[config.mk]
export PLATFORM = sky130hd
export DESIGN_NAME = raster_ctl_status
export DESIGN_NICKNAME = d
export VERILOG_FILES = /design/src/rtl/raster_ctl_pkg.sv /design/src/rtl/raster_ctl_regs.sv /design/src/rtl/raster_run_fsm.sv /design/src/rtl/raster_stat_bank.sv /design/src/rtl/raster_ctl_status.sv
export SDC_FILE = /design/constraint.sdc
export NUM_CORES = 1
export LEC_CHECK = 0
export BUFFER_PORTS_ARGS = -buffer_cell sky130_fd_sc_hd__buf_4
export CORE_UTILIZATION = 25
export DETAILED_ROUTE_END_ITERATION = 7
export GPL_ROUTABILITY_DRIVEN = 0
export HOLD_SLACK_MARGIN = 0.03
export PLACE_DENSITY = 0.53
export SKIP_CTS_REPAIR_TIMING = 1
export SLEW_MARGIN = 20
export SYNTH_ARGS = -nofsm -noshare
export SYNTH_HDL_FRONTEND = slang
export SYNTH_HIERARCHICAL = 1
export SYNTH_SLANG_ARGS = --single-unit
[constraint.sdc]
create_clock -name clk -period 2 [get_ports clk]
set_clock_uncertainty 0.1 [all_clocks]
set_input_delay 0.3 -clock clk [delete_from_list [all_inputs] [get_ports clk]]
set_output_delay 0.3 -clock clk [all_outputs]
set_load 0.02 [all_outputs]
[src/rtl/raster_ctl_pkg.sv]
package raster_ctl_pkg;

  localparam int NSTAT = 7;

  localparam int B_DONE  = 0;
  localparam int B_VSYNC = 1;
  localparam int B_LINE  = 2;
  localparam int B_ACB   = 3;
  localparam int B_PAL   = 4;
  localparam int B_SYNC  = 5;
  localparam int B_UFLOW = 6;

  typedef enum logic [1:0] {
    ST_IDLE = 2'd0,
    ST_RUN  = 2'd1,
    ST_STOP = 2'd2
  } run_st_e;

  localparam logic [1:0] LM_BOTH  = 2'b00;
  localparam logic [1:0] LM_PAL   = 2'b01;
  localparam logic [1:0] LM_FRAME = 2'b10;

  // Status bit idx may be cleared by a write of 1 in load mode md.
  function automatic logic w1c_ok(int idx, logic [1:0] md);
    case (idx)
      B_VSYNC, B_LINE, B_ACB: return 1'b1;
      B_PAL:                  return md == LM_PAL;
      default:                return 1'b0;
    endcase
  endfunction

  // Status bit idx is cleared when the controller leaves the running state.
  function automatic logic clr_on_stop(int idx, logic [1:0] md);
    case (idx)
      B_SYNC, B_UFLOW: return 1'b1;
      B_PAL:           return md != LM_PAL;
      default:         return 1'b0;
    endcase
  endfunction

  // Status bit idx is cleared when the controller starts.
  function automatic logic clr_on_start(int idx);
    return idx == B_DONE;
  endfunction

  function automatic logic irq_of(logic [NSTAT-1:0] st, logic [NSTAT-1:0] en);
    return |(st & en);
  endfunction

endpackage

[src/rtl/raster_ctl_regs.sv]
module raster_ctl_regs
  import raster_ctl_pkg::*;
(
  input  logic             clk,
  input  logic             rst_n,
  input  logic             wr_ctrl,
  input  logic             wr_run,
  input  logic [NSTAT-1:0] wr_ien,
  input  logic [1:0]       wr_mode,
  input  logic             lcd_on,
  output logic             ctrl_en,
  output logic [NSTAT-1:0] ctrl_ien,
  output logic [1:0]       ctrl_mode
);

  // The done enable survives a stop request while frames are still out.
  logic keep_done_en;
  assign keep_done_en = lcd_on && !wr_run && ctrl_ien[B_DONE];

  always_ff @(posedge clk) begin
    if (!rst_n) begin
      ctrl_en   <= 1'b0;
      ctrl_ien  <= '0;
      ctrl_mode <= LM_BOTH;
    end else if (wr_ctrl) begin
      ctrl_en   <= wr_run;
      ctrl_mode <= wr_mode;
      ctrl_ien  <= {wr_ien[NSTAT-1:1], wr_ien[B_DONE] | keep_done_en};
    end
  end

endmodule

[src/rtl/raster_run_fsm.sv]
module raster_run_fsm
  import raster_ctl_pkg::*;
(
  input  logic clk,
  input  logic rst_n,
  input  logic ctrl_en,
  input  logic evt_frame_end,
  output logic lcd_on,
  output logic stopping,
  output logic start_p,
  output logic stop_req_p,
  output logic stop_done_p
);

  run_st_e st_q, st_d;

  assign start_p     = (st_q == ST_IDLE) && ctrl_en;
  assign stop_req_p  = (st_q == ST_RUN) && !ctrl_en;
  assign stop_done_p = (st_q == ST_STOP) && evt_frame_end;
  assign lcd_on      = st_q != ST_IDLE;
  assign stopping    = st_q == ST_STOP;

  always_comb begin
    st_d = st_q;
    if (start_p)     st_d = ST_RUN;
    if (stop_req_p)  st_d = ST_STOP;
    if (stop_done_p) st_d = ST_IDLE;
  end

  always_ff @(posedge clk) begin
    if (!rst_n) st_q <= ST_IDLE;
    else        st_q <= st_d;
  end

endmodule

[src/rtl/raster_stat_bank.sv]
module raster_stat_bank
  import raster_ctl_pkg::*;
(
  input  logic             clk,
  input  logic             rst_n,
  input  logic [NSTAT-1:0] evt,
  input  logic             active,
  input  logic             wr_stat,
  input  logic [NSTAT-1:0] wr_bits,
  input  logic [1:0]       mode,
  input  logic             start_p,
  input  logic             stop_req_p,
  output logic [NSTAT-1:0] stat
);

  for (genvar i = 0; i < NSTAT; i++) begin : g_bit
    logic set_i, w1c_i, hard_clr_i;
    assign set_i      = evt[i] && active;
    assign w1c_i      = wr_stat && wr_bits[i] && w1c_ok(i, mode);
    assign hard_clr_i = (stop_req_p && clr_on_stop(i, mode)) ||
                        (start_p && clr_on_start(i));
    always_ff @(posedge clk) begin
      if (!rst_n)          stat[i] <= 1'b0;
      else if (hard_clr_i) stat[i] <= 1'b0;
      else if (set_i)      stat[i] <= 1'b1;
      else if (w1c_i)      stat[i] <= 1'b0;
    end
  end

endmodule

[src/rtl/raster_ctl_status.sv]
module raster_ctl_status
  import raster_ctl_pkg::*;
#(
  parameter int ADDR_W    = 4,
  parameter int DATA_W    = 32,
  parameter int CTRL_ADDR = 0,
  parameter int STAT_ADDR = 4,
  parameter int IEN_LSB   = 8,
  parameter int MODE_LSB  = 20
) (
  input  logic              clk,
  input  logic              rst_n,
  input  logic              wr_en,
  input  logic              rd_en,
  input  logic [ADDR_W-1:0] addr,
  input  logic [DATA_W-1:0] wr_data,
  output logic [DATA_W-1:0] rd_data,
  input  logic              evt_frame_end,
  input  logic              evt_vsync,
  input  logic              evt_line,
  input  logic              evt_acb,
  input  logic              evt_pal_loaded,
  input  logic              evt_sync_lost,
  input  logic              evt_underflow,
  output logic              irq,
  output logic              lcd_on,
  output logic [1:0]        load_sel
);

  localparam int IEN_MSB = IEN_LSB + NSTAT - 1;
  localparam logic [ADDR_W-1:0] A_CTRL = ADDR_W'(CTRL_ADDR);
  localparam logic [ADDR_W-1:0] A_STAT = ADDR_W'(STAT_ADDR);

  logic             hit_ctrl, hit_stat;
  logic             ctrl_en;
  logic [NSTAT-1:0] ctrl_ien;
  logic [1:0]       ctrl_mode;
  logic             stopping, start_p, stop_req_p, stop_done_p;
  logic [NSTAT-1:0] evt_vec;
  logic [NSTAT-1:0] stat_q;
  logic [DATA_W-1:0] ctrl_word, stat_word;
  logic             unused_wdata;

  assign hit_ctrl = addr == A_CTRL;
  assign hit_stat = addr == A_STAT;

  assign unused_wdata = ^{wr_data[DATA_W-1:MODE_LSB+2],
                          wr_data[MODE_LSB-1:IEN_MSB+1],
                          wr_data[IEN_LSB-1:NSTAT]};

  raster_ctl_regs u_regs (
    .clk      (clk),
    .rst_n    (rst_n),
    .wr_ctrl  (wr_en && hit_ctrl),
    .wr_run   (wr_data[0]),
    .wr_ien   (wr_data[IEN_MSB:IEN_LSB]),
    .wr_mode  (wr_data[MODE_LSB+1:MODE_LSB]),
    .lcd_on   (lcd_on),
    .ctrl_en  (ctrl_en),
    .ctrl_ien (ctrl_ien),
    .ctrl_mode(ctrl_mode)
  );

  raster_run_fsm u_fsm (
    .clk          (clk),
    .rst_n        (rst_n),
    .ctrl_en      (ctrl_en),
    .evt_frame_end(evt_frame_end),
    .lcd_on       (lcd_on),
    .stopping     (stopping),
    .start_p      (start_p),
    .stop_req_p   (stop_req_p),
    .stop_done_p  (stop_done_p)
  );

  assign evt_vec = {evt_underflow, evt_sync_lost, evt_pal_loaded,
                    evt_acb, evt_line, evt_vsync, stop_done_p};

  raster_stat_bank u_stat (
    .clk       (clk),
    .rst_n     (rst_n),
    .evt       (evt_vec),
    .active    (lcd_on),
    .wr_stat   (wr_en && hit_stat),
    .wr_bits   (wr_data[NSTAT-1:0]),
    .mode      (ctrl_mode),
    .start_p   (start_p),
    .stop_req_p(stop_req_p),
    .stat      (stat_q)
  );

  always_comb begin
    ctrl_word = '0;
    ctrl_word[0] = ctrl_en;
    ctrl_word[IEN_MSB:IEN_LSB] = ctrl_ien;
    ctrl_word[MODE_LSB+1:MODE_LSB] = ctrl_mode;
    stat_word = '0;
    stat_word[NSTAT-1:0] = stat_q;
  end

  always_ff @(posedge clk) begin
    if (!rst_n) rd_data <= '0;
    else if (rd_en) rd_data <= hit_ctrl ? ctrl_word : (hit_stat ? stat_word : '0);
  end

  assign irq      = irq_of(stat_q, ctrl_ien);
  assign load_sel = ctrl_mode;

endmodule

# [Word-level counts from Yosys, hierarchy flattened]
# Cells that the tools add are included.
[totals] ff_bits=51 input_bits=47 out_inout_bits=36 elab_cells=69
[op_classes] eq_ne=5 mux=12 bitwise_logic=3 n_reduce_logical=36
[op_table] op="$mux 22" count=1
[op_table] op="$logic_and 1x1->1" count=20
[op_table] op="$reduce_bool 2->1" count=6
[op_table] op="$mux 1" count=8
[op_table] op="$reduce_or 2->1" count=4
[op_table] op="$and 7x7->7" count=1
[op_table] op="$mux 7" count=1
[op_table] op="$reduce_or 7->1" count=1
[op_table] op="$eq 2x1->1 const B" count=2
[op_table] op="$eq 4x3->1 const B" count=1
[op_table] op="$logic_not 4->1" count=1
[op_table] op="$mux 2" count=2
[op_table] op="$reduce_or 3->1" count=1
[op_table] op="$eq 2x2->1 const B" count=1
[op_table] op="$logic_not 1->1" count=2
[op_table] op="$logic_not 2->1" count=1
[op_table] op="$ne 2x1->1 const B" count=1
[op_table] op="$not 1->1" count=1
[op_table] op="$or 1x1->1" count=1

# [Depth between registers and ports, before layout]
# Gate-level depths: netlist of run 1.
[logic_depth] depth_word=6 depth_mapped=6

# [Hierarchy]
# The synthesis of run 1 kept the hierarchy.
[modules_own_cells] module="raster_ctl_status" n_inst=1 cells_each=91 area_per_inst_um2=897.1 seq_area_each_um2=320.3
[modules_own_cells] module="raster_ctl_regs" n_inst=1 cells_each=32 area_per_inst_um2=382.9 seq_area_each_um2=200.2
[modules_own_cells] module="raster_stat_bank" n_inst=1 cells_each=28 area_per_inst_um2=261.5 seq_area_each_um2=140.1
[modules_own_cells] module="raster_run_fsm" n_inst=1 cells_each=14 area_per_inst_um2=116.4 seq_area_each_um2=40.0

# [Least setup slack after synthesis of run 1]
# OpenSTA, ideal clock, no wires.
[synth_path] path_kind="input -> register" start="input port addr[2]" end="register u_stat.stat[4]" arrival_ns=1.500 setup_slack_ns=0.284 stages=6 cell_sequence="clkbuf_1 > buf_2 > and3_1 > nand4b_1 > a22o_1 > and3_1"
[synth_via] elab_chain_cells=5
[synth_lines] item="start, declared" line_no="raster_ctl_status.sv:15" rtl="input logic [ADDR_W-1:0] addr,"
[synth_lines] item="$eq 4x3->1" line_no="raster_ctl_status.sv:45" rtl="assign hit_stat = addr == A_STAT;"
[synth_lines] item="$logic_and 1x1->1" line_no="raster_ctl_status.sv:84" rtl=".wr_stat (wr_en && hit_stat),"
[synth_lines] item="$logic_and 1x1->1 (2 in series)" line_no="raster_stat_bank.sv:19" rtl="assign w1c_i = wr_stat && wr_bits[i] && w1c_ok(i, mode);"
[synth_lines] item="$reduce_bool 2->1 (no source line)"
[synth_lines] item="end signal, assigned by index" line_no="raster_stat_bank.sv:23" rtl="if (!rst_n) stat[i] <= 1'b0;"
[synth_lines] item="end signal, assigned by index" line_no="raster_stat_bank.sv:24" rtl="else if (hard_clr_i) stat[i] <= 1'b0;"
[synth_lines] item="end signal, assigned by index" line_no="raster_stat_bank.sv:25" rtl="else if (set_i) stat[i] <= 1'b1;"
[synth_lines] item="end, declared" line_no="raster_stat_bank.sv:13" rtl="output logic [NSTAT-1:0] stat"
# No other way between the ends.
# A chain may end at the register's enable or synchronous reset.

# [Worst setup path in the final report of run 1]
[layout_path] start="register u_stat.stat[6]" end="output port irq"
[layout_via] elab_chain_cells=2
[layout_lines] item="$and 7x7->7" line_no="raster_ctl_pkg.sv:47" rtl="return |(st & en);"
[layout_lines] item="$reduce_or 7->1" line_no="raster_ctl_pkg.sv:47"
[layout_lines] item="end, declared" line_no="raster_ctl_status.sv:25" rtl="output logic irq,"
# No other way between the ends.

==> results_dict.tcl, run 1 <==
set metrics [dict create \
    final_util 0.3331 \
    slowest_delay_ps 390 \
    antenna_cells 0 \
    synth-async-reset-ratio 0 \
    overflow 0 \
    rsz0062_at_grt "false" \
    start_kind "flip-flop" \
    area_growth_pct 28.30 \
    core_sq_um 6386 \
    clock_path_buffers 2 \
    htree_num_levels 2 \
    grt_pass1_wl_mm 6.479 \
    via_count 1267 \
    portBuffers 48 \
    post-place-cells 287 \
    p_leak_nw 0.8231 \
    max_cap_viol_count 0 \
    hold_violations 0 \
    synth_edf_count 0 \
    synth_flop_cell "dfxtp_1" \
    numCtsBuffers 5 \
    synth.distinct_cells 35 \
    ant_nets 0 \
    dr.pass1.iters 4 \
    setup_viol 0 \
    grt_use_total 0.1196 \
    die_area_sq_um 6961 \
    stdcell_area_sq_um 2127 \
    totalWireLength_mm 3.870 \
    fillers 691 \
    hold_ws_ps 159.4 \
    fmax_ghz 0.5732 \
    io_pins 83 \
    synth-seq-cells 35 \
    drc 0 \
    cts_tree "done" \
    min_period_ps 1745 \
    yosys_warnings 6 \
    synth.avg_cell_area_sq_um 10.05 \
    insertion_delay_ps 280 \
    layout_setup_ws_ps 255.3 \
    antenna_found_initial 0 \
    instances_no_fill 295 \
    wl_per_cell_um 13.12 \
    cts.sinks 35 \
    seq_area_frac_synth 0.4226 \
    worstPathCellList "a222oi_1 > nand3_1 > buf_4" \
    finalSetupTns_ps 0 \
    peakVddDrop_v 0.0002078 \
    place_area_sq_um 2046 \
    syn_area_sq_um 1658 \
    finalNetCount 264 \
    pre_cts_ws_ps 319.6 \
    required_ps 1600 \
    cp-end-kind "output pin" \
    grt_pass1_vias 1250 \
    worstPathMaxFanout 3 \
    cp.arrival_ps 1340 \
    place_hpwl_mm 2.859 \
    layout-drive-gt1-share 0.3211 \
    status "completed" \
    r2r_setup_slack_ps 660 \
    cts_root_buf "clkbuf_8" \
    p_total_mw 1.311 \
    drtIter0Drc 87 \
    fp.dieH_um 83.44 \
    power.density_nw_per_um2 616.3 \
    die_x_um 83.44 \
    via_per_inst 4.295 \
    critical_path_class "flip-flop to output pin" \
    initial_core_util 0.2596 \
    clk_pin_slew_ps 70 \
    finalMaxSlewViolations 0 \
    rows 29 \
    hold_class "input port to flip-flop" \
    netlist_instances 165 \
    finalCritPeriodShare 0.8724 \
    slowest_stage "a222oi_1" \
    grt_max_degree 36 \
]
## synth_stat cells (2+ instances only)
master    count  area [sq um]
nand3b_1      2         15.01
and2_1        2         12.51
buf_4        17         127.6
mux2i_1      11         110.1
inv_1         3         11.26
a22oi_1       5         37.54
and3_1        2         12.51
dfxtp_1      35         700.7
nor3b_2       9         112.6
nor2b_1      28         175.2
o21a_1       10         75.07
a21oi_1       3         15.01
a32oi_1       6         52.55
clkbuf_1      3         11.26
nand2_1       5         18.77
nor2_1        4         15.01
nor3b_1       2         15.01
## worst paths after layout
check	start	endpoint	cells past startpoint
worst max-delay path	u_stat/stat[6]$_SDFFE_PP0P_	irq	3
worst min-delay path	evt_underflow	u_stat/stat[6]$_SDFFE_PP0P_	3
worst max register to register	u_fsm/st_q[1]$_SDFFE_PP0P_	u_stat/stat[4]$_SDFFE_PP0P_	3
worst min register to register	u_fsm/st_q[0]$_SDFFE_PP0P_	u_fsm/st_q[1]$_SDFFE_PP0P_	2
## where the power goes
group / total (mW) / switching [mW] / leakage (nW) / internal (mW)
clock network: 0.479 / 0.235 / 0.0422 / 0.244
logic: 0.127 / 0.0726 / 0.499 / 0.0547
registers: 0.704 / 0.00363 / 0.282 / 0.701
total: 1.31 / 0.311 / 0.823 / 1.00
## sequential cells by signal (all words and copies together), names as in the netlist
name and flops:
u_regs/ctrl_en 1, rd_data 16, u_regs/ctrl_ien 7, u_stat/stat 7, u_fsm/st_q 2, u_regs/ctrl_mode 2
## worst max-delay path, delay by kind of cell (launching register included)
| family | cells | cell delay, ps |
|---|---|---|
| buf+inv | 1 | 190 |
| simple gates | 1 | 150 |
| compound gates | 1 | 390 |
| flops | 1 | 330 |
## logic make-up after synthesis
family,after synthesis,share of synthesized area
DFF,35,0.4226
buffers and inverters,25,0.1004
other,1,0.002262
muxes,11,0.06642
AOI/OAI and AO/OA,30,0.1358
and+or+nand+nor,63,0.2724
## per-layer routing
metal | share of wire | vias to the layer above | GRT usage
met5 | 0 | - | 0
met4 | 0.027 | 0 | 0.05701
met3 | 0.050 | 8 | 0.03181
met2 | 0.46 | 43 | 0.1863
met1 | 0.46 | 573 | 0.1535
li1 | - | 643 | -
## final cells by class
class | count | area [sq um] | share of cell area
multi-input cells | 120 | 847.1 | 0.3982
repair buffers | 52 | 390.4 | 0.1835
flip-flops and latches | 35 | 700.7 | 0.3294
clock inverters | 1 | 5.005 | 0.002353
well taps | 77 | 96.34 | 0.04529
clock buffers | 7 | 76.32 | 0.03588
inverters | 3 | 11.26 | 0.005294
## placed cells by master, fill, tap and decap left out, types with 2 or more instances in the layout
cell,Yosys,final
buf_4,17,52
dfxtp_1,35,35
nor2b_1,28,28
conb_1,1,16
mux2i_1,11,11
o21a_1,10,10
nor3b_2,9,9
a32oi_1,6,6
a22oi_1,5,5
nand2_1,5,5
clkbuf_8,0,5
nor2_1,4,4
inv_1,3,3
a21oi_1,3,3
and3_1,2,2
and2_1,2,2
clkbuf_1,3,2
nor3b_1,2,2
nand3b_1,2,2
Power figures use the tool's default switching activity.
==> run 2: changes to the inputs <==
PLACE_DENSITY = 0.57   (was 0.53)
REMOVE_ABC_BUFFERS = 1   (was not set)
==> results_dict.tcl, run 2 (same netlist as run 1, synthesis figures left out) <==
set metrics [dict create \
    status "completed" \
    drc 0 \
    layout_commonest_cell "buf_4" \
    layout-drive-gt1-share 0.3303 \
    power_frac_seq 0.471 \
    reg.largest.list "rd_data (16), u_regs/ctrl_ien (7), u_stat/stat (7)" \
    wl_per_cell_um 13.35 \
    finalMaxSlewViolations 0 \
    required_ps 1600 \
    p_sw_mw 0.3369 \
    fillers 669 \
    hold_class "input port to flip-flop" \
    r2r_setup_slack_ps 640 \
    cts_tree "done" \
    min_period_ps 1762 \
    max_cap_viol_count 0 \
    r2r-start "u_fsm/st_q[0]$_SDFFE_PP0P_" \
    hold_start "evt_underflow" \
    totalWireLength_mm 3.938 \
    die_area_sq_um 6961 \
    grt_max_degree 36 \
    clk_pin_slew_ps 80 \
    area_growth_pct 30.49 \
    cp-end-kind "output pin" \
    hold_violations 0 \
    dr.pass1.iters 4 \
    pre_cts_ws_ps 368.1 \
    insertion_delay_ps 290 \
    regMostFlops "rd_data" \
    finalSetupTns_ps 0 \
    p_int_mw 1.158 \
    rr_endpoint "u_stat/stat[4]$_SDFFE_PP0P_" \
    start_kind "flip-flop" \
    rsz0062_at_grt "false" \
    clock_path_buffers 2 \
    power.density_nw_per_um2 691.2 \
    worstPathMaxFanout 3 \
    timing.reg2reg.worst_path_depth 3 \
    numCtsBuffers 5 \
    drtIter0Drc 104 \
    cts_root_buf "clkbuf_8" \
    setup_viol 0 \
    initial_core_util 0.2596 \
    via_count 1293 \
    peakVddDrop_v 0.0003555 \
    pwr-share-clk 0.444 \
    via_per_inst 4.383 \
    min_to "u_stat/stat[6]$_SDFFE_PP0P_" \
    finalNetCount 264 \
    grt_pass1_wl_mm 6.486 \
    io_pins 83 \
    ant_nets 0 \
    rows 29 \
    antenna_found_initial 0 \
    largest_reg_flops 16 \
    cts.sinks 35 \
    swShare 0.2253 \
    pwr-share-comb 0.085 \
    antenna_cells 0 \
    min_path_cells 3 \
    layout_setup_ws_ps 238.3 \
    layout_common_cells "52 x buf_4, 35 x dfxtp_1, 28 x nor2b_1, 16 x conb_1, 11 x mux2i_1" \
    grt_use_total 0.1207 \
    die_x_um 83.44 \
    portBuffers 48 \
    finalCritPeriodShare 0.8808 \
    overflow 0 \
    cp.arrival_ps 1360 \
    critical_path_class "flip-flop to output pin" \
    fmax_ghz 0.5676 \
    p_leak_nw 0.8421 \
    grt_pass1_vias 1267 \
    core_sq_um 6386 \
    htree_num_levels 2 \
    place_hpwl_mm 2.818 \
    fp.dieH_um 83.44 \
]
[run 2: area by class of cell]
class | instances | area, sq um | share of cell area
Clock inverter | 2 | 35.03 | 0.01619
Inverter | 3 | 11.26 | 0.005205
Tap cell | 77 | 96.34 | 0.04453
Timing Repair Buffer | 52 | 390.4 | 0.1805
Sequential cell | 35 | 700.7 | 0.3239
Clock buffer | 6 | 82.58 | 0.03817
Multi-Input combinational cell | 120 | 847.1 | 0.3916
[run 2: metrics by stage]
step / instance area, sq um / hold slack, ps / util / instances / total power, mW
after detailed placement: 2046 / 387.9 / 0.3203 / 287 / 0.8485
after global placement: 2046 / 367.2 / 0.3203 / 287 / 0.8478
after global routing: 2163 / 139.9 / 0.3388 / 295 / 1.558
after CTS: 2163 / 143.4 / 0.3388 / 295 / 1.511
after floorplan: 1559 / 317.5 / - / 158 / 0.7714
final: 2163 / 146.2 / 0.3388 / 295 / 1.495
[run 2: power by group through the flow]
stage               registers [mW]  logic, mW  clock network (mW)
floorplan                    0.720     0.0518                   0
global placement             0.720      0.128                   0
detailed placement           0.720      0.128                   0
CTS                          0.704      0.129               0.678
global route                 0.704      0.139               0.715
finish                       0.704      0.127               0.664
[run 2: how the worst max path moves through the flow]
| stage | from | endpoint | cells after the start |
|---|---|---|---|
| 2_1_floorplan | addr[1] | u_regs/ctrl_ien[0]$_SDFFE_PN0P_ | 5 |
| 6_report | u_stat/stat[6]$_SDFFE_PP0P_ | irq | 3 |
| 3_5_place_dp | addr[1] | u_stat/stat[4]$_SDFFE_PP0P_ | 6 |
| 4_1_cts | u_stat/stat[6]$_SDFFE_PP0P_ | irq | 3 |
| 5_1_grt | u_stat/stat[6]$_SDFFE_PP0P_ | irq | 3 |
| 3_3_place_gp | addr[1] | u_stat/stat[4]$_SDFFE_PP0P_ | 6 |
[run 2: critical path, cell delays in order, from the launching register on]
cell and delay [ps]:
dfxtp_1 330, a222oi_1 390, nand3_1 150, buf_4 190
[run 2: per-layer routing]
layer | part of all wire | up-vias | routed length [um] | global-route usage
met3 | 0.052 | 4 | 206 | 0.03877
met4 | 0.0096 | 0 | 38 | 0.03698
met5 | 0 | - | 0 | 0
met1 | 0.46 | 597 | 1808 | 0.1582
met2 | 0.48 | 46 | 1885 | 0.1893
li1 | - | 646 | - | -
==> run 3: changes to the inputs <==
CORE_UTILIZATION = 45   (was 25)
PLACE_DENSITY = 0.87   (was 0.57)
==> results_dict.tcl, run 3 (same netlist as run 1, synthesis figures left out) <==
set metrics [dict create \
    insertion_delay_ps 290 \
    finalMaxSlewViolations 0 \
    setup_viol 0 \
    reg.largest.list "rd_data (16), u_regs/ctrl_ien (7), u_stat/stat (7)" \
    worstMarginPinSlew_ps 662.4 \
    antenna_found_initial 0 \
    largest_reg_flops 16 \
    ant_nets 0 \
    clock_path_buffers 2 \
    area_growth_pct 24.08 \
    layout-drive-gt1-share 0.3099 \
    via_count 1297 \
    peakVddDrop_v 0.0003449 \
    antenna_cells 0 \
    wl_per_cell_um 12.97 \
    cp-end-kind "output pin" \
    die_x_um 62.70 \
    swShare 0.2356 \
    worstPathCellList "a222oi_1 > nand3_1 > buf_4" \
    dr.pass1.iters 5 \
    cp.arrival_ps 1390 \
    grt_pass1_wl_mm 5.582 \
    finalSetupTns_ps 0 \
    layout_commonest_cell "buf_4" \
    instances_no_fill 259 \
    r2r_setup_slack_ps 670 \
    critical_path_class "flip-flop to output pin" \
    pwr-share-clk 0.359 \
    slowest_stage "a222oi_1" \
    power.density_nw_per_um2 626.2 \
    required_ps 1600 \
    hold_class "input port to flip-flop" \
    rows 21 \
    cts.sinks 35 \
    layout_common_cells "49 x buf_4, 35 x dfxtp_1, 28 x nor2b_1, 16 x conb_1, 11 x mux2i_1" \
    totalWireLength_mm 3.360 \
    fillers 312 \
    slowest_delay_ps 390 \
    final-seq-area_sq_um 700.7 \
    start_kind "flip-flop" \
    finalNetCount 261 \
    regMostFlops "rd_data" \
    pwr-share-comb 0.095 \
    rsz0062_at_grt "false" \
    place_hpwl_mm 2.401 \
    die_area_sq_um 3931 \
    max_cap_viol_count 0 \
    hold_violations 0 \
    numCtsBuffers 5 \
    cp_num_buf_inv 1 \
    finalCritPeriodShare 0.8946 \
    core_sq_um 3442 \
    status "completed" \
    power_frac_seq 0.547 \
    relSlewSlack 0.5573 \
    initial_core_util 0.4816 \
    fmax_ghz 0.5589 \
    via_per_inst 5.008 \
    htree_num_levels 2 \
    grt_pass1_vias 1211 \
    cp_top_family "compound AO/OA/AOI/OAI gates" \
    overflow 0 \
    drtIter0Drc 31 \
    min_period_ps 1789 \
    p_leak_nw 0.8036 \
    p_sw_mw 0.3035 \
    multi_input_area_sq_um 847.1 \
    worstPathMaxFanout 3 \
    cts_root_buf "clkbuf_8" \
    drc 0 \
    fp.dieH_um 62.70 \
    io_pins 83 \
    grt_max_degree 36 \
    cts_tree "done" \
    post-place-cells 253 \
    clk_pin_slew_ps 60 \
    p_int_mw 0.9846 \
    grt_use_total 0.1848 \
    portBuffers 48 \
    final_util 0.5976 \
]
-- run 3: path summary, 6_finish.rpt --
| check | start | to | depth (start not counted) |
|---|---|---|---|
| worst min register to register | u_fsm/st_q[0]$_SDFFE_PP0P_ | u_fsm/st_q[1]$_SDFFE_PP0P_ | 2 |
| worst max-delay path | u_stat/stat[6]$_SDFFE_PP0P_ | irq | 3 |
| worst max register to register | u_fsm/st_q[0]$_SDFFE_PP0P_ | u_stat/stat[4]$_SDFFE_PP0P_ | 3 |
| worst min-delay path | evt_underflow | u_stat/stat[6]$_SDFFE_PP0P_ | 3 |
-- run 3: metrics by stage --
stage | hold slack [ps] | setup WS (ps) | cell area (sq um) | power, mW
floorplan | 317.5 | 268.7 | 1559 | 0.7714
global placement | 367.3 | 263.4 | 1984 | 0.8410
detailed placement | 388.7 | 238.0 | 1984 | 0.8417
CTS | 154.2 | 230.7 | 2057 | 1.307
global route | 156.9 | 149.7 | 2057 | 1.341
finish | 158.7 | 210.8 | 2057 | 1.288
-- run 3: area by class of cell --
type,count,area share
inverters,3,0.005474
multi-input cells,120,0.4118
well taps,46,0.02798
flip-flops and latches,35,0.3406
repair buffers,49,0.1788
clock buffers,6,0.03528
-- run 3: worst register-to-register path: cells and delay by family, from the launching register on --
family	cells	cell delay, ps
and+or+nand+nor	2	540
DFF	1	340
AOI/OAI and AO/OA	1	250
-- run 3: power groups by stage --
stage	Sequential, mW	Clock (mW)	Combinational, mW
after floorplan	0.720	0	0.0518
after global placement	0.720	0	0.121
after detailed placement	0.720	0	0.122
after CTS	0.704	0.481	0.122
after global routing	0.704	0.505	0.131
final	0.704	0.462	0.122
-- run 3: routing by layer --
layer  share of wire  GRT usage  vias up
met3           0.077    0.08029        9
met2            0.46     0.2908       49
met1            0.44     0.2111      599
li1                -          -      640
met5               0          0        -
met4           0.023    0.09593        0
